$ cat src/rtl/pwdn_pkg.sv
package pwdn_pkg;
    typedef enum logic [2:0] {
        CH_RUN         = 3'd0,
        CH_RUN_QUAL    = 3'd1,
        CH_DOWN        = 3'd2,
        CH_SETTLE      = 3'd3,
        CH_SETTLE_QUAL = 3'd4
    } ch_state_t;
endpackage

$ cat src/rtl/pwdn_sync.sv
module pwdn_sync #(
    parameter int W = 4
) (
    input  logic         clk,
    input  logic         rst_n,
    input  logic [W-1:0] async_in,
    output logic [W-1:0] sync_out
);
    for (genvar i = 0; i < W; i++) begin : g_bit
        logic meta_q, stab_q;
        always_ff @(posedge clk) begin
            if (!rst_n) begin
                meta_q <= 1'b1;
                stab_q <= 1'b1;
            end else begin
                meta_q <= async_in[i];
                stab_q <= meta_q;
            end
        end
        assign sync_out[i] = stab_q;
    end
endmodule

$ cat src/rtl/pwdn_channel.sv
module pwdn_channel
    import pwdn_pkg::*;
#(
    parameter int CW = 8
) (
    input  logic          clk,
    input  logic          rst_n,
    input  logic          req_hi,
    input  logic          tick,
    input  logic [CW-1:0] limit,
    output logic          valid,
    output logic          is_down
);
    ch_state_t     state_q, state_d;
    logic [CW-1:0] cnt_q, cnt_d;
    logic [CW-1:0] cnt_inc;

    assign cnt_inc = (tick && cnt_q < limit) ? cnt_q + 1'b1 : cnt_q;

    always_ff @(posedge clk) begin
        if (!rst_n) begin
            state_q <= CH_RUN;
            cnt_q   <= '0;
        end else begin
            state_q <= state_d;
            cnt_q   <= cnt_d;
        end
    end

    always_comb begin
        state_d = state_q;
        cnt_d   = cnt_q;
        unique case (state_q)
            CH_RUN: begin
                if (!req_hi) state_d = CH_RUN_QUAL;
            end
            CH_RUN_QUAL: begin
                state_d = req_hi ? CH_RUN : CH_DOWN;
            end
            CH_DOWN: begin
                if (req_hi) begin
                    state_d = CH_SETTLE;
                    cnt_d   = '0;
                end
            end
            CH_SETTLE: begin
                cnt_d = cnt_inc;
                if (!req_hi)              state_d = CH_SETTLE_QUAL;
                else if (cnt_inc == limit) state_d = CH_RUN;
            end
            CH_SETTLE_QUAL: begin
                cnt_d = cnt_inc;
                if (!req_hi)              state_d = CH_DOWN;
                else if (cnt_inc == limit) state_d = CH_RUN;
                else                       state_d = CH_SETTLE;
            end
            default: state_d = CH_RUN;
        endcase
    end

    always_comb begin
        valid   = (state_q == CH_RUN) || (state_q == CH_RUN_QUAL);
        is_down = (state_q == CH_DOWN);
    end

    // a channel reaches DOWN only through a qualification state
    p_down_needs_qual_r1: assert property (@(posedge clk) disable iff (!rst_n)
        (state_q == CH_DOWN && $past(state_q) != CH_DOWN) |->
        ($past(state_q) == CH_RUN_QUAL || $past(state_q) == CH_SETTLE_QUAL));

    // one high request during qualification returns to RUN
    p_glitch_rejected_r2: assert property (@(posedge clk) disable iff (!rst_n)
        (state_q == CH_RUN_QUAL && req_hi) |=> (state_q == CH_RUN));

    // the settle counter never exceeds its limit
    p_cnt_bound_r3: assert property (@(posedge clk) disable iff (!rst_n)
        (state_q == CH_SETTLE || state_q == CH_SETTLE_QUAL) |-> (cnt_q <= limit));

    // leaving the settle states into RUN requires a full count
    p_valid_after_count_r4: assert property (@(posedge clk) disable iff (!rst_n)
        (state_q == CH_RUN && ($past(state_q) == CH_SETTLE ||
         $past(state_q) == CH_SETTLE_QUAL)) |-> (cnt_q == limit));

    // a release from DOWN starts counting from zero
    p_release_restart_r10: assert property (@(posedge clk) disable iff (!rst_n)
        (state_q == CH_DOWN && req_hi) |=> (state_q == CH_SETTLE && cnt_q == '0));
endmodule

$ cat src/rtl/pwdn_sequencer.sv
module pwdn_sequencer #(
    parameter int NCH        = 4,
    parameter int SPI_SETTLE = 130,
    parameter int FS_SETTLE  = 129
) (
    input  logic           clk,
    input  logic           rst_n,
    input  logic           mode_fsync,
    input  logic [NCH-1:0] pd_n,
    input  logic           conv_tick,
    output logic [NCH-1:0] ch_valid,
    output logic           all_down,
    output logic           drdy_n
);
    localparam int MAXS = (SPI_SETTLE > FS_SETTLE) ? SPI_SETTLE : FS_SETTLE;
    localparam int CW   = $clog2(MAXS + 1);
    localparam logic [CW-1:0] LIM_SPI = CW'(SPI_SETTLE);
    localparam logic [CW-1:0] LIM_FS  = CW'(FS_SETTLE);

    logic           mode_q;
    logic [CW-1:0]  limit;
    logic [NCH-1:0] req_sync;
    logic [NCH-1:0] down_vec;

    always_ff @(posedge clk) begin
        if (!rst_n) mode_q <= mode_fsync;
    end

    assign limit = mode_q ? LIM_FS : LIM_SPI;

    pwdn_sync #(.W(NCH)) u_sync (
        .clk      (clk),
        .rst_n    (rst_n),
        .async_in (pd_n),
        .sync_out (req_sync)
    );

    for (genvar c = 0; c < NCH; c++) begin : g_ch
        pwdn_channel #(.CW(CW)) u_ch (
            .clk     (clk),
            .rst_n   (rst_n),
            .req_hi  (req_sync[c]),
            .tick    (conv_tick),
            .limit   (limit),
            .valid   (ch_valid[c]),
            .is_down (down_vec[c])
        );
    end

    assign all_down = &down_vec;
    assign drdy_n   = all_down | ~conv_tick;

    // no data-ready strobe while every channel is down
    p_quiet_when_down_r7: assert property (@(posedge clk) disable iff (!rst_n)
        all_down |-> drdy_n);

    // the captured protocol mode holds outside reset
    p_mode_static_r5: assert property (@(posedge clk) disable iff (!rst_n)
        $stable(mode_q) || !$past(rst_n));

    // a channel in DOWN is never reported valid
    p_down_not_valid_r6: assert property (@(posedge clk) disable iff (!rst_n)
        (ch_valid & down_vec) == '0);
endmodule

$ cat config.mk
export PLATFORM = sky130hd
export DESIGN_NAME = pwdn_sequencer
export DESIGN_NICKNAME = d
export VERILOG_FILES = /design/src/rtl/pwdn_pkg.sv /design/src/rtl/pwdn_sync.sv /design/src/rtl/pwdn_channel.sv /design/src/rtl/pwdn_sequencer.sv
export SDC_FILE = /design/constraint.sdc
export NUM_CORES = 1
export LEC_CHECK = 0
export CORE_MARGIN = 3
export CORE_UTILIZATION = 30
export CTS_CLUSTER_DIAMETER = 100
export DETAILED_ROUTE_END_ITERATION = 7
export DONT_BUFFER_PORTS = 1
export MAX_ROUTING_LAYER = met4
export PLACE_DENSITY = 0.43
export SLEW_MARGIN = 10
export SYNTH_ARGS = -nofsm -noshare
export SYNTH_HDL_FRONTEND = slang
export SYNTH_HIERARCHICAL = 1
export SYNTH_SLANG_ARGS = --single-unit
export TNS_END_PERCENT = 10
$ cat constraint.sdc
create_clock -name clk -period 3.85 [get_ports clk]
set_clock_uncertainty 0.2 [all_clocks]
set_input_delay 0.385 -clock clk [delete_from_list [all_inputs] [get_ports clk]]
set_output_delay 0.385 -clock clk [all_outputs]
set_load 0.01 [all_outputs]
After elaboration in Yosys (flattened, before gate mapping)

Index checks and enable logic that the tools add are counted.

Bits in registers: 53
Latch bits: 0
Bits in writable memories: 0
ROM bits: 0
Output and inout port bits: 6
Memories kept: 0

Add/subtract/negate cells: 4
Multiply operators: 0
Div/mod/pow operators: 0
$lt $le $gt $ge: 4
Equal/unequal tests: 32
Shift-type cells: 0
Mux-type cells: 45
Bitwise operators: 2
Reductions and logical operators: 29

Operators with widths:

| cell                                                | count |
|---|---|
| two-way mux 8 bit                                   | 8 |
| one-hot mux 8 bit (2 select lines)                  | 4 |
| two-way mux 3 bit                                   | 20 |
| one-hot mux 3 bit (5 select lines)                  | 4 |
| adder 8 x 1 -> 8 bit, second input constant         | 4 |
| equality test 8 bit                                 | 4 |
| less-than comparator 8 bit                          | 4 |
| equality test 3 x 2 -> 1 bit, second input constant | 8 |
| two-way mux 2 bit                                   | 9 |
| != test 2 bit, second input constant                | 8 |
| equality test 3 x 1 -> 1 bit, second input constant | 4 |
| equality test 3 bit, second input constant          | 4 |
| logical NOT 3 bit                                   | 4 |
| != test 3 x 2 -> 1 bit, second input constant       | 4 |
| AND reduction 3 bit                                 | 4 |
| AND reduction 2 bit                                 | 4 |
| nonzero test 2 bit                                  | 4 |
| OR reduction 2 bit                                  | 4 |
| logical AND 1 bit                                   | 4 |
| logical OR 1 bit                                    | 4 |
| AND reduction 4 bit                                 | 1 |
| NOT 1 bit                                           | 1 |
| bitwise OR 1 bit                                    | 1 |

Longest topological paths before layout

Depth in word-level cells: 8
Mapped depth: 10
Mapped depth without buffers: 9

Cells and area by module

The synthesis kept the hierarchy.

By module, submodules not included:

| module         | instances | cells each | area an instance (um^2) | seq. area each (um^2) |
|---|---|---|---|---|
| pwdn_channel   | 4         | 128        | 1003.5                  | 220.2 |
| pwdn_sync      | 1         | 20         | 240.2                   | 160.2 |
| pwdn_sequencer | 1         | 7          | 62.6                    | 30.0 |

Worst setup path after synthesis

No wires, ideal clock.

Path kind: register -> register
From: register mode_q
To: register g_ch[0].u_ch.state_q[0]
Data arrival time: 2289 ps
Slack: 1231 ps
Stages on the path, launching flop included: 9
Path buffers: 0
Period minus slack after synthesis: 2619 ps
Cells stage by stage: edfxtp_1 -> inv_1 -> inv_1 -> ha_1 -> a31oi_1 -> o211a_1 -> or3_1 -> a221oi_2 -> o22ai_1

Cells in the longest elaborated chain, start to end: 8
Elaborated cells between the ends (all ways): 10

RTL lines:

| item                               | line                                   | text |
|---|---|---|
| from (decl)                        | pwdn_sequencer.sv:20                   | `logic mode_q;` |
| from (signal assigned)             | pwdn_sequencer.sv:26                   | `if (!rst_n) mode_q <= mode_fsync;` |
| two-way mux 2 bit (*)              | pwdn_sequencer.sv:29                   | `assign limit = mode_q ? LIM_FS : LIM_SPI;` |
| net limit[1]                       | pwdn_sequencer.sv:21                   | `logic [CW-1:0] limit;` |
| less-than comparator 8 bit         | pwdn_channel.sv:18                     | `assign cnt_inc = (tick && cnt_q < limit) ? cnt_q + 1'b1 : cnt_q;` |
| logical AND 1 bit                  | pwdn_channel.sv:18                     |  |
| two-way mux 8 bit                  | pwdn_channel.sv:18                     |  |
| equality test 8 bit (*)            | pwdn_channel.sv:49, pwdn_channel.sv:54 |  |
| two-way mux 2 bit                  | pwdn_channel.sv:54                     | `else if (cnt_inc == limit) state_d = CH_RUN;` |
| two-way mux 3 bit                  | pwdn_channel.sv:53                     | `if (!req_hi) state_d = CH_DOWN;` |
| one-hot mux 3 bit (5 select lines) | pwdn_channel.sv:33                     | `unique case (state_q)` |
| to (signal assigned)               | pwdn_channel.sv:25                     | `state_q <= state_d;` |
| to (decl)                          | pwdn_channel.sv:14                     | `ch_state_t state_q, state_d;` |

The timed path passes the listed nets; every way through them passes the cells marked *.
A chain may end at the register's enable or synchronous reset.

Worst setup path in the final report

From: register mode_q
To: register g_ch[3].u_ch.state_q[0]

Cells in the longest elaborated chain, start to end: 8
Elaborated cells between the ends (all ways): 10

RTL lines:

| item                               | line |
|---|---|
| two-way mux 2 bit (*)              | pwdn_sequencer.sv:29 |
| net limit[1]                       | pwdn_sequencer.sv:21 |
| less-than comparator 8 bit         | pwdn_channel.sv:18 |
| logical AND 1 bit                  | pwdn_channel.sv:18 |
| two-way mux 8 bit                  | pwdn_channel.sv:18 |
| equality test 8 bit (*)            | pwdn_channel.sv:49, pwdn_channel.sv:54 |
| two-way mux 2 bit                  | pwdn_channel.sv:54 |
| two-way mux 3 bit                  | pwdn_channel.sv:53 |
| one-hot mux 3 bit (5 select lines) | pwdn_channel.sv:33 |
| to (signal assigned)               | pwdn_channel.sv:25 |
| to (decl)                          | pwdn_channel.sv:14 |

Marked as above.

==> metrics.md <==
| Metric | Value |
|---|---|
| DR WL/cell | `14.0 um` |
| Routed WL | `10700 um` |
| # fillers | `1496` |
| Hold crit path type | `in -> reg` |
| Worst hold start | `rst_n` |
| Crit path DAT | `3.06 ns` |
| IO Count | `14` |
| DRC Markers | `0` |
| Clk sinks | `53` |
| CTS buffer count | `5` |
| Max Fclk | `0.325 GHz` |
| Unrepaired setup endpoints after global routing | `no` |
| Area Overhead vs Synth | `12.1%` |
| Grt total ovfl | `0` |
| Ranking of synthesized cells by area | `dfxtp_1 24%, ha_1 9.3%, xor2_1 5.7%` |
| Nets | `623` |
| Core box area | `0.0140 mm^2` |
| Asr flop ratio synth | `0%` |
| Hold path cells | `2` |
| Antenna violations before repair | `0` |
| Reg2reg end | `g_ch[3].u_ch/state_q[0]` |
| Power per cell area | `264 mW/mm^2` |
| Root Driver | `clkbuf_16` |
| Yosys warns | `6` |
| R2r worst-path depth | `9` |
| Number of synthesized flops with an enable pin | `1` |
| Leakage | `1.96 nW` |
| Gr usage total | `14.2%` |
| CP max-delay cell | `edfxtp_1` |
| Yosys cell types | `45` |
| Cell taking the most area after synthesis | `dfxtp_1` |
| Critical path class | `reg -> reg` |
| Critical path peak fanout | `12` |
| HPWL Detailed | `7910 um` |
| Post_cts resized | `0` |
| Synth Flop Type | `dfxtp_1` |
| First-pass GRT wire length | `18200 um` |
| Setup_tns | `0 ns` |
| Largest net degree at the start of global routing | `30` |
| Final min period | `3.08 ns` |
| Vias per std cell | `5.07` |
| Cell mode on critical path | `inv_1` |
| Clk_lat worst skew | `0.30 ns` |
| Mean area per synthesized cell | `8.01 um^2` |
| Total setup buffers inserted after CTS | `0` |
| Pins Over Slew Limit | `0` |
| Vias in the first global route | `3748` |
| Die span in x | `126 um` |
| Slew HR | `55.2%` |
| DR iter-0 viols | `274` |
| CP peak stage delay | `0.55 ns` |
| Final core occ | `34.6%` |
| Synthesized area | `0.00432 mm^2` |
| Worst setup SP type | `register` |
| Most frequent cells after synthesis | `52 x dfxtp_1, 42 x inv_1, 36 x a21oi_1` |
| IR drop worst, VDD | `148 uV` |
| Synth Register Bits | `53` |
| Synth top area share | `24.1%` |
| CP required | `3.83 ns` |
| Die span in y | `126 um` |
| Setup violators final | `0` |
| Count leader, synth | `dfxtp_1` |
| Clock-pin slew on the worst setup and hold paths | `0.07 ns` |
| Pre-antenna DRT Iters | `4` |
| Post-CTS Hold Buffers | `6` |
| Critical Path Sink Type | `register` |
| Internal reg-to-reg setup slack | `0.77 ns` |
| Crit path max-delay family | `compound AO/OA/AOI/OAI gates` |
| Max clock buf depth | `2` |
| I/O Buffers | `0` |
| Final hold vios | `0` |
| Tcrit/Tclk final | `80.0%` |
| Status | `finished clean` |
| CP bufs+invs | `2` |
| Gate Count Post-Synth | `539` |
| Full die area | `0.0159 mm^2` |
| H-tree level count | `2` |
| Worst slew pin tran | `0.669 ns` |
| Post-route ant nets | `0` |
| Hold EP | `g_ch[0].u_ch/state_q[1]` |
| Total of max-cap violations | `0` |
| CP Cell Sequence | `inv_1 -> inv_1 -> ha_1 -> a21o_1 -> a31oi_1 -> o211a_1 -> nand4_1 -> a221oi_2 -> o22ai_1` |
| Inserted Diodes | `0` |
| # rows | `43` |
| CTS tree | `built` |
| Placer Congestion | `0.802` |
| Register area share after synthesis | `24.8%` |
| Share of cells above drive strength 1 | `5.65%` |
| R2r startpoint | `mode_q` |
| Vias | `3877` |
| Initial Util | `30.9%` |
## through the flow
step | power [mW] | hold WS, ns | cells | setup slack [ns] | cell area (um^2)
after floorplan | 0.777 | 0.186 | 585 | 1.23 | 4490
after global placement | 0.814 | 0.191 | 749 | 0.886 | 4620
after detailed placement | 0.815 | 0.193 | 749 | 0.747 | 4620
after CTS | 1.31 | 0.000128 | 763 | 0.730 | 4830
after global routing | 1.36 | 0.00298 | 764 | 0.493 | 4840
final | 1.28 | 0.00996 | 764 | 0.771 | 4840
## per-layer routing
metal / wire length (um) / vias to the layer above / global-route usage (%)
met2: 4810 / 62 / 22.1
met3: 382 / 10 / 2.50
met5: 0 / - / -
met1: 5340 / 1796 / 19.2
met4: 158 / 0 / 3.72
li1: - / 2009 / -
## how the worst max path moves through the flow
stage | startpoint | to | cells past startpoint | slack [ns]
5_1_grt | mode_q | g_ch[3].u_ch/state_q[0] | 9 | 0.49
3_3_place_gp | mode_q | g_ch[0].u_ch/state_q[0] | 8 | 0.89
6_report | mode_q | g_ch[3].u_ch/state_q[0] | 9 | 0.77
3_5_place_dp | mode_q | g_ch[2].u_ch/state_q[0] | 8 | 0.75
2_1_floorplan | mode_q | g_ch[0].u_ch/state_q[0] | 8 | 1.23
4_1_cts | mode_q | g_ch[2].u_ch/state_q[0] | 8 | 0.73
## worst register-to-register path, delay by kind of cell (launching register included)
family / cells / cell delay, ns
AND/OR/NAND/NOR: 1 / 0.17
buffers and inverters: 2 / 0.55
AO/OA/AOI/OAI: 5 / 1.29
flip-flops: 1 / 0.55
adder cells (fa/ha/maj): 1 / 0.21
## logic make-up (layout without fill, tap and decap cells)
| group | count (synthesis) | count (layout) | synth area share, % |
|---|---|---|---|
| xor gates and xnor gates | 52 | 52 | 10.6 |
| other | 2 | 48 | 0.174 |
| muxes | 4 | 4 | 0.928 |
| DFF | 53 | 53 | 24.8 |
| and+or+nand+nor | 182 | 182 | 22.7 |
| adders and majority gates | 32 | 32 | 9.28 |
| buffers and inverters | 58 | 57 | 5.74 |
| AOI/OAI and AO/OA | 156 | 156 | 25.9 |
## area by class of cell
| class | instances | area [um^2] | share of cell area (%) |
|---|---|---|---|
| sequential | 53 | 1070 | 22.1 |
| multi-input combinational | 474 | 3170 | 65.5 |
| inverter | 42 | 158 | 3.26 |
| clock inverter | 3 | 21.3 | 0.439 |
| timing repair buffer | 7 | 70.1 | 1.45 |
| tap | 180 | 225 | 4.65 |
| clock buffer | 5 | 125 | 2.58 |
## power by group
group	leakage (nW)	switching, mW	internal (mW)	total (mW)
sequential	0.431	0.0251	0.568	0.593
clock	0.0664	0.226	0.242	0.468
combinational	1.46	0.137	0.0817	0.218
total	1.96	0.388	0.892	1.28
## sequential cells by signal (all words and copies together), names as in the netlist
name and count:
g_ch.u_ch/state_q 12, u_sync/g_bit.stab_q 4, mode_q 1, g_ch.u_ch/cnt_q 32, u_sync/g_bit.meta_q 4
## layout by cell type (no fill, tap or decap), types with 5 or more instances in the layout
| cell | n |
|---|---|
| o21ai_0 | 16 |
| o21a_1 | 8 |
| and3_1 | 16 |
| o211ai_1 | 8 |
| nand3_1 | 12 |
| clkbuf_16 | 5 |
| a21o_1 | 12 |
| o22ai_1 | 8 |
| a21oi_1 | 36 |
| nand2b_1 | 25 |
| nand2_1 | 32 |
| nand4_1 | 12 |
| xnor2_1 | 24 |
| nor2_1 | 32 |
| nor3_1 | 16 |
| dlygate4sd3_1 | 7 |
| and2_1 | 8 |
| inv_1 | 42 |
| a22oi_1 | 8 |
| conb_1 | 48 |
| or3_1 | 8 |
| xor2_1 | 28 |
| a21oi_2 | 8 |
| ha_1 | 32 |
| dfxtp_1 | 52 |
| a311oi_1 | 12 |
(Power assumes the default switching activity.)
